==> src/rtl/vtg_pkg.sv <==
package vtg_pkg;
  localparam int H_W     = 16;
  localparam int FRAME_W = 24;
  localparam int ADDR_W  = 5;
  localparam int WORD_W  = 32;
  localparam int REG_N   = 2 ** ADDR_W;

  localparam logic [ADDR_W-1:0] A_RUN      = 5'd0;
  localparam logic [ADDR_W-1:0] A_WINCTL   = 5'd1;
  localparam logic [ADDR_W-1:0] A_DVCTL    = 5'd2;
  localparam logic [ADDR_W-1:0] A_LINEWORD = 5'd3;
  localparam logic [ADDR_W-1:0] A_FPERIOD  = 5'd4;
  localparam logic [ADDR_W-1:0] A_VSWIDTH  = 5'd5;
  localparam logic [ADDR_W-1:0] A_DISPH    = 5'd6;
  localparam logic [ADDR_W-1:0] A_DISPVLO  = 5'd7;
  localparam logic [ADDR_W-1:0] A_DISPVHI  = 5'd8;
  localparam logic [ADDR_W-1:0] A_ACTH     = 5'd9;
  localparam logic [ADDR_W-1:0] A_ACTVLO   = 5'd10;
  localparam logic [ADDR_W-1:0] A_ACTVHI   = 5'd11;
  localparam logic [ADDR_W-1:0] A_BORDER   = 5'd12;
  localparam logic [ADDR_W-1:0] A_UNDER    = 5'd13;
  localparam logic [ADDR_W-1:0] A_POLARITY = 5'd14;
  localparam logic [ADDR_W-1:0] A_LINECNT  = 5'd15;
  localparam logic [ADDR_W-1:0] A_FRAMECNT = 5'd16;

  localparam int BIT_ACTH   = 29;
  localparam int BIT_ACTV   = 30;
  localparam int BIT_WIDE   = 0;
  localparam int BIT_DVEN   = 4;
  localparam int BIT_CNTRST = 31;

  // Geometry in force for the current frame
  typedef struct packed {
    logic               actHEn;
    logic               actVEn;
    logic               dvEn;
    logic               wide;
    logic [H_W-1:0]     hPeriod;
    logic [H_W-1:0]     hsWidth;
    logic [H_W-1:0]     dispHFirst;
    logic [H_W-1:0]     dispHLast;
    logic [H_W-1:0]     actHFirst;
    logic [H_W-1:0]     actHLast;
    logic [FRAME_W-1:0] fPeriod;
    logic [FRAME_W-1:0] vsWidth;
    logic [FRAME_W-1:0] dispVFirst;
    logic [FRAME_W-1:0] dispVLast;
    logic [FRAME_W-1:0] actVFirst;
    logic [FRAME_W-1:0] actVLast;
  } timing_t;

  // Strobes from the control to the datapath, before polarity
  typedef struct packed {
    logic hsync;
    logic vsync;
    logic de;
    logic dv;
    logic active;
  } strobe_t;
endpackage

==> src/rtl/vtg_regs.sv <==
module vtg_regs
  import vtg_pkg::*;
#(
  parameter int COLOR_W  = 24,
  parameter int FCOUNT_W = 16
) (
  input  logic                clk,
  input  logic                rstN,
  input  logic                regWrEn,
  input  logic [ADDR_W-1:0]   regAddr,
  input  logic [WORD_W-1:0]   regWrData,
  output logic [WORD_W-1:0]   regRdData,
  input  logic                loadNow,
  input  logic [H_W-1:0]      lineCount,
  input  logic [FCOUNT_W-1:0] frameCount,
  output logic                enBit,
  output logic                cntRst,
  output timing_t             liveCfg,
  output logic [COLOR_W-1:0]  borderColor,
  output logic [COLOR_W-1:0]  underColor,
  output logic [2:0]          polarity
);
  logic [WORD_W-1:0] regFile [REG_N];
  timing_t stagedCfg;

  always_ff @(posedge clk or negedge rstN) begin
    if (!rstN) begin
      for (int i = 0; i < REG_N; i++) regFile[i] <= '0;
    end else if (regWrEn && regAddr <= A_POLARITY) begin
      regFile[regAddr] <= regWrData;
    end
  end

  // Decode the staged words into the geometry record
  always_comb begin
    stagedCfg.actHEn     = regFile[A_WINCTL][BIT_ACTH];
    stagedCfg.actVEn     = regFile[A_WINCTL][BIT_ACTV];
    stagedCfg.dvEn       = regFile[A_DVCTL][BIT_DVEN];
    stagedCfg.wide       = regFile[A_DVCTL][BIT_WIDE];
    stagedCfg.hPeriod    = regFile[A_LINEWORD][31:16];
    stagedCfg.hsWidth    = regFile[A_LINEWORD][15:0];
    stagedCfg.dispHLast  = regFile[A_DISPH][31:16];
    stagedCfg.dispHFirst = regFile[A_DISPH][15:0];
    stagedCfg.actHLast   = regFile[A_ACTH][31:16];
    stagedCfg.actHFirst  = regFile[A_ACTH][15:0];
    stagedCfg.fPeriod    = regFile[A_FPERIOD][FRAME_W-1:0];
    stagedCfg.vsWidth    = regFile[A_VSWIDTH][FRAME_W-1:0];
    stagedCfg.dispVFirst = regFile[A_DISPVLO][FRAME_W-1:0];
    stagedCfg.dispVLast  = regFile[A_DISPVHI][FRAME_W-1:0];
    stagedCfg.actVFirst  = regFile[A_ACTVLO][FRAME_W-1:0];
    stagedCfg.actVLast   = regFile[A_ACTVHI][FRAME_W-1:0];
  end

  // Shadow copy: only moves at a frame boundary
  always_ff @(posedge clk or negedge rstN) begin
    if (!rstN)        liveCfg <= '0;
    else if (loadNow) liveCfg <= stagedCfg;
  end

  always_comb begin
    regRdData = '0;
    if (regAddr <= A_POLARITY)       regRdData = regFile[regAddr];
    else if (regAddr == A_LINECNT)   regRdData[H_W-1:0] = lineCount;
    else if (regAddr == A_FRAMECNT)  regRdData[FCOUNT_W-1:0] = frameCount;
  end

  assign enBit       = regFile[A_RUN][0];
  assign cntRst      = regWrEn && (regAddr == A_LINECNT) && regWrData[BIT_CNTRST];
  assign borderColor = regFile[A_BORDER][COLOR_W-1:0];
  assign underColor  = regFile[A_UNDER][COLOR_W-1:0];
  assign polarity    = regFile[A_POLARITY][2:0];
endmodule

==> src/rtl/vtg_ctrl.sv <==
module vtg_ctrl
  import vtg_pkg::*;
#(
  parameter int FCOUNT_W = 16
) (
  input  logic                clk,
  input  logic                rstN,
  input  logic                enBit,
  input  logic                cntRst,
  input  timing_t             cfg,
  output logic                running,
  output logic [H_W-1:0]      hCnt,
  output logic [FRAME_W-1:0]  fCnt,
  output logic [H_W-1:0]      lineCount,
  output logic [FCOUNT_W-1:0] frameCount,
  output logic                loadNow,
  output strobe_t             strb
);
  localparam int HW1 = H_W + 1;

  logic lastPix, lastInLine;
  logic inDispH, inDispV, inActH, inActV, inDataH;
  logic [HW1-1:0] dispWidth, dataWidth;

  assign lastPix    = fCnt == cfg.fPeriod - FRAME_W'(1);
  assign lastInLine = hCnt == cfg.hPeriod - H_W'(1);
  assign loadNow    = enBit && (!running || cntRst || lastPix);

  always_ff @(posedge clk or negedge rstN) begin
    if (!rstN) begin
      running    <= 1'b0;
      hCnt       <= '0;
      fCnt       <= '0;
      lineCount  <= '0;
      frameCount <= '0;
    end else begin
      running <= enBit;
      if (!enBit || !running || cntRst) begin
        hCnt       <= '0;
        fCnt       <= '0;
        lineCount  <= '0;
        frameCount <= '0;
      end else if (lastPix) begin
        hCnt       <= '0;
        fCnt       <= '0;
        lineCount  <= '0;
        frameCount <= frameCount + FCOUNT_W'(1);
      end else begin
        fCnt <= fCnt + FRAME_W'(1);
        if (lastInLine) begin
          hCnt      <= '0;
          lineCount <= lineCount + H_W'(1);
        end else begin
          hCnt <= hCnt + H_W'(1);
        end
      end
    end
  end

  // Window decode: horizontal on the line position, vertical on the linear count
  assign inDispH = (hCnt >= cfg.dispHFirst) && (hCnt <= cfg.dispHLast);
  assign inDispV = (fCnt >= cfg.dispVFirst) && (fCnt <= cfg.dispVLast);
  assign inActH  = !cfg.actHEn || ((hCnt >= cfg.actHFirst) && (hCnt <= cfg.actHLast));
  assign inActV  = !cfg.actVEn || ((fCnt >= cfg.actVFirst) && (fCnt <= cfg.actVLast));

  assign dispWidth = {1'b0, cfg.dispHLast} - {1'b0, cfg.dispHFirst} + HW1'(1);
  assign dataWidth = cfg.wide ? (dispWidth >> 1) : dispWidth;
  assign inDataH   = (hCnt >= cfg.dispHFirst) &&
                     ({1'b0, hCnt} < {1'b0, cfg.dispHFirst} + dataWidth);

  always_comb begin
    strb.hsync  = running && (hCnt < cfg.hsWidth);
    strb.vsync  = running && (fCnt < cfg.vsWidth);
    strb.de     = running && inDispH && inDispV;
    strb.dv     = running && inDispV && (cfg.dvEn ? inDataH : inDispH);
    strb.active = running && inDispH && inDispV && inActH && inActV;
  end
endmodule

==> src/rtl/vtg_datapath.sv <==
module vtg_datapath
  import vtg_pkg::*;
#(
  parameter int COLOR_W = 24
) (
  input  strobe_t             strb,
  input  logic [2:0]          polarity,
  input  logic [COLOR_W-1:0]  borderColor,
  input  logic [COLOR_W-1:0]  underColor,
  input  logic                pixInValid,
  input  logic [COLOR_W-1:0]  pixIn,
  output logic                pixInReady,
  output logic                hsyncOut,
  output logic                vsyncOut,
  output logic                deOut,
  output logic                dataValidOut,
  output logic [COLOR_W-1:0]  pixOut
);
  assign hsyncOut     = strb.hsync ^ polarity[0];
  assign vsyncOut     = strb.vsync ^ polarity[1];
  assign deOut        = strb.de    ^ polarity[2];
  assign dataValidOut = strb.dv;
  assign pixInReady   = strb.active;

  always_comb begin
    if (!strb.de)          pixOut = '0;
    else if (!strb.active) pixOut = borderColor;
    else if (pixInValid)   pixOut = pixIn;
    else                   pixOut = underColor;
  end
endmodule

==> src/rtl/pixel_timing_gen.sv <==
module pixel_timing_gen
  import vtg_pkg::*;
#(
  parameter int COLOR_W  = 24,
  parameter int FCOUNT_W = 16
) (
  input  logic               clk,
  input  logic               rstN,
  input  logic               regWrEn,
  input  logic [4:0]         regAddr,
  input  logic [31:0]        regWrData,
  output logic [31:0]        regRdData,
  input  logic               pixInValid,
  input  logic [COLOR_W-1:0] pixIn,
  output logic               pixInReady,
  output logic               hsyncOut,
  output logic               vsyncOut,
  output logic               deOut,
  output logic               dataValidOut,
  output logic [COLOR_W-1:0] pixOut
);
  logic                enBit, cntRst, loadNow, running;
  timing_t             liveCfg;
  strobe_t             strb;
  logic [COLOR_W-1:0]  borderColor, underColor;
  logic [2:0]          polarity;
  logic [H_W-1:0]      hCnt, lineCount;
  logic [FRAME_W-1:0]  fCnt;
  logic [FCOUNT_W-1:0] frameCount;

  vtg_regs #(.COLOR_W(COLOR_W), .FCOUNT_W(FCOUNT_W)) u_regs (
    .clk(clk), .rstN(rstN), .regWrEn(regWrEn), .regAddr(regAddr),
    .regWrData(regWrData), .regRdData(regRdData), .loadNow(loadNow),
    .lineCount(lineCount), .frameCount(frameCount), .enBit(enBit),
    .cntRst(cntRst), .liveCfg(liveCfg), .borderColor(borderColor),
    .underColor(underColor), .polarity(polarity)
  );

  vtg_ctrl #(.FCOUNT_W(FCOUNT_W)) u_ctrl (
    .clk(clk), .rstN(rstN), .enBit(enBit), .cntRst(cntRst), .cfg(liveCfg),
    .running(running), .hCnt(hCnt), .fCnt(fCnt), .lineCount(lineCount),
    .frameCount(frameCount), .loadNow(loadNow), .strb(strb)
  );

  vtg_datapath #(.COLOR_W(COLOR_W)) u_dp (
    .strb(strb), .polarity(polarity), .borderColor(borderColor),
    .underColor(underColor), .pixInValid(pixInValid), .pixIn(pixIn),
    .pixInReady(pixInReady), .hsyncOut(hsyncOut), .vsyncOut(vsyncOut),
    .deOut(deOut), .dataValidOut(dataValidOut), .pixOut(pixOut)
  );
endmodule

==> config.mk <==
export PLATFORM = sky130hd
export DESIGN_NAME = pixel_timing_gen
export DESIGN_NICKNAME = d
export VERILOG_FILES = /design/src/rtl/vtg_pkg.sv /design/src/rtl/vtg_regs.sv /design/src/rtl/vtg_ctrl.sv /design/src/rtl/vtg_datapath.sv /design/src/rtl/pixel_timing_gen.sv
export SDC_FILE = /design/constraint.sdc
export NUM_CORES = 2
export LEC_CHECK = 0
export BUFFER_PORTS_ARGS = -buffer_cell sky130_fd_sc_hd__clkbuf_2
export CORE_ASPECT_RATIO = 1.75
export CORE_MARGIN = 2
export CORE_UTILIZATION = 56
export DETAILED_ROUTE_END_ITERATION = 10
export PLACE_DENSITY_LB_ADDON = 0.15
export SLEW_MARGIN = 25
export SYNTH_ARGS = -nofsm -noshare
export SYNTH_HDL_FRONTEND = slang
export SYNTH_SLANG_ARGS = --single-unit
export TNS_END_PERCENT = 30
==> constraint.sdc <==
create_clock -name clk -period 5.05 [get_ports clk]
set_clock_uncertainty 0.2 [all_clocks]
set_input_delay 0.2525 -clock clk [delete_from_list [all_inputs] [get_ports clk]]
set_output_delay 0.2525 -clock clk [all_outputs]
set_load 0.02 [all_outputs]
==> flow_summary_export.csv <==
group,metric,value,unit
timing,hold_violations,0,
grt,grt_pass1_vias,36200,
setup_path,arrival,5.59,ns
synth,yosys-top-cells-area,"dfrtp_1 (50%), mux2_2 (12%), mux4_2 (8.5%)",
placed_design,place_congestion,0.951,
synth,synth_area_leader_cell,"dfrtp_1",
clocking,cts_made_buffers,98,
finish,mostFrequentLayoutCells,"dfrtp_1 (1,085), mux2_2 (572), ha_1 (264)",
finish,drive_above_1_share,0.358,
drt,vias_per_cell,6.11,
drt,vias,34100,
clocking,clk_latency,0.72,ns
timing,final_max_slew_viol_count,0,
hold_path,hold_class,"input port to asynchronous set/reset pin",
synth,ys_types,70,
synth,synth_seq_area_share,0.499,
synth,ys_warn_count,0,
die,dieArea,0.100,mm^2
timing,setup_ws,-0.992,ns
clocking,numClockSinks,1089,
setup_path,cpPeakStageDelay,0.41,ns
synth,syn-cell-area,0.0546,mm^2
die,die_y,417,um
timing,tightestPinTransition,1.01,ns
timing,finalSetupTns,-0.992,ns
setup_path,cp-end-kind,"primary output",
clocking,cts-root-buf,"clkbuf_16",
finish,nFillCells,7447,
drt,top_layer_used,"met5",
placed_design,place_hpwl,111,mm
grt,grt_pass1_wl,234,mm
setup_path,cp.required,4.60,ns
finish,seq_area,0.0273,mm^2
synth,avgSynthCellArea,12.9,um^2
drt,wl_met1,58.3,mm
die,core_area,0.0967,mm^2
grt,track_usage,0.321,
timing,slew_headroom,0.322,
setup_path,crit_path_start_kind,"flop",
drt,wl_per_cell,27.8,um
die,fp.dieW,240,um
grt,grt_overflow,0,
setup_path,r2r_start,"u_regs.liveCfg[122]",
setup_path,slowest_stage,"dfrtp_1",
die,io_pins,126,
pwr,p_leak,29.3,nW
setup_path,worstSetupPathType,"flop to primary output",
status,violations,"setup timing",
clocking,clockBufferDepth,3,
synth,synth_seq_cells,1089,
synth,synth_edf_count,0,
clocking,cts_tree,"done",
clocking,clk_pin_slew_worst_paths,0.07,ns
drt,ant_nets,0,
grt,grt_max_degree,157,
finish,final-instance-count-excl-fill,5573,
finish,fin_util,0.627,
timing,setup_viol,1,
placed_design,post_dp_cell_area,0.0566,mm^2
drt,drt_iter0_markers,2307,
drt,wl_met2,77.0,mm
run,maxCapViolCount,0,
finish,final_cell_area,0.0607,mm^2
synth,synth_top_area_frac,0.499,
timing,max_freq,165,MHz
drt,drc,0,
timing,fin_crit_sh,1.20,
synth,synthCells,4230,
pwr,power_density,485,mW/mm^2
drt,drt_pass1_iterations,6,
placed_design,io_buffers,125,
placed_design,post-place-cells,5340,
grt,antenna_found_initial,9,
finish,layout.nets,4522,
die,initial_utilization,0.564,
synth,syn_nets,4565,
finish,multi_input_area,0.0247,mm^2
pwr,ir_worst_vdd,0.000340,V
clocking,h-tree-depth,3,
timing,hold_slack,0.0144,ns
setup_path,cp-startpoint,"u_regs.liveCfg[193]",
drt,postRouteWirelength,155,mm
timing,rsz0062_at_grt,"true",
timing,fin_crit,6.04,ns
setup_path,worst-path-max-fanout,5,
synth,ys.flop_type,"dfrtp_1",
status,run_status,"finished, violations left",
synth,ys_async_sr_fraction,1.00,
die,rows,151,
finish,synthToLayoutAreaGrowth,11.2,%
drt,wl_met3,6.31,mm
finish,final_common_cell,"dfrtp_1",
layer usage:
| metal | global-route usage | vias up |
|---|---|---|
| met5 | 0 | - |
| li1 | - | 15000 |
| met1 | 0.379 | 17700 |
| met3 | 0.0409 | 400 |
| met4 | 0.230 | 2 |
| met2 | 0.539 | 985 |
state kept, by name, summed over array words and instances, names as in the netlist:
register,count
u_regs.borderColor,24
u_ctrl.running,1
u_ctrl.hCnt,16
u_ctrl.frameCount,16
u_regs.enBit,1
u_regs.underColor,24
u_ctrl.fCnt,24
u_ctrl.lineCount,16
u_regs.liveCfg,244
u_regs.polarity,3
u_regs.regFile,720
final timing paths:
check	end	slack, ns	cells after the start
setup / recovery	dataValidOut	-0.99	30
setup reg to reg	u_regs.liveCfg[41]	0.62	8
hold reg to reg	u_regs.regFile[288]	0.17	0
min in group clk	u_regs.regFile[288]	0.17	0
hold / removal	u_regs.liveCfg[241]	0.01	2
max in group asynchronous	u_ctrl.fCnt[4]	3.18	3
cell families after synthesis:
logic type / count (synthesis) / synth area share
XOR/XNOR: 119 / 0.0191
AND/OR/NAND/NOR: 572 / 0.0553
adder cells (fa/ha/maj): 270 / 0.0622
buffers and inverters: 750 / 0.0548
AO/OA/AOI/OAI: 480 / 0.0603
multiplexers: 950 / 0.249
flip-flops: 1089 / 0.499
worst max-delay path: cells and delay by family, from the launching register on:
kind	cells	cell delay, ns
adder cells (fa/ha/maj)	5	1.43
AO/OA/AOI/OAI	11	1.36
AND/OR/NAND/NOR	8	1.07
flip-flops	1	0.41
buffers and inverters	4	0.38
XOR/XNOR	2	0.21
report_power, final:
part           leakage [nW]  internal (mW)  switching [mW]  total [mW]
clock                  1.62           4.42            3.42        7.84
sequential             14.7           9.85            1.08        10.9
combinational          12.9           5.40            5.26        10.7
final cells by class:
class	instances	area share
diodes	8	0.000330
clock buffers	137	0.0458
clock inverters	41	0.00883
inverters	236	0.0146
multi-input cells	2391	0.407
flip-flops and latches	1089	0.449
well taps	1300	0.0268
repair buffers	371	0.0471
repair_timing:
action                                  4_1_cts  5_1_grt
cloned                                        0        0
setup buffers                                 9        5
endpoints found under the hold margin       577        0
pin swaps                                    23       22
endpoints found under the setup margin       25       27
hold buffers                                 33        0
resized for setup                            36       31
per-stage QoR:
stage | setup slack [ns] | total power, mW
after detailed placement | -0.830 | 20.8
after floorplan | 0.00523 | 17.2
final | -0.992 | 29.4
after global routing | -1.29 | 31.0
after global placement | -0.794 | 20.6
after CTS | -1.27 | 29.2
synthesized netlist by cell type, drive strengths merged, types with 7 or more instances:
| cell type | instances |
|---|---|
| a2111oi | 30 |
| a211oi | 15 |
| a21o | 53 |
| a21oi | 111 |
| a221oi | 30 |
| a22o | 19 |
| a22oi | 37 |
| a31oi | 25 |
| and3 | 24 |
| buf | 97 |
| clkbuf | 417 |
| dfrtp | 1089 |
| ha | 268 |
| inv | 236 |
| mux2 | 732 |
| mux2i | 13 |
| mux4 | 205 |
| nand2 | 113 |
| nand2b | 16 |
| nand3 | 53 |
| nand4 | 43 |
| nor2 | 127 |
| nor2b | 43 |
| nor3 | 61 |
| nor3b | 9 |
| nor4 | 24 |
| o211ai | 22 |
| o21a | 17 |
| o21ai | 68 |
| o31a | 7 |
| o31ai | 7 |
| or3 | 21 |
| or4 | 18 |
| xnor2 | 64 |
| xor2 | 55 |
Note: power is estimated with default switching activity, not from simulation.
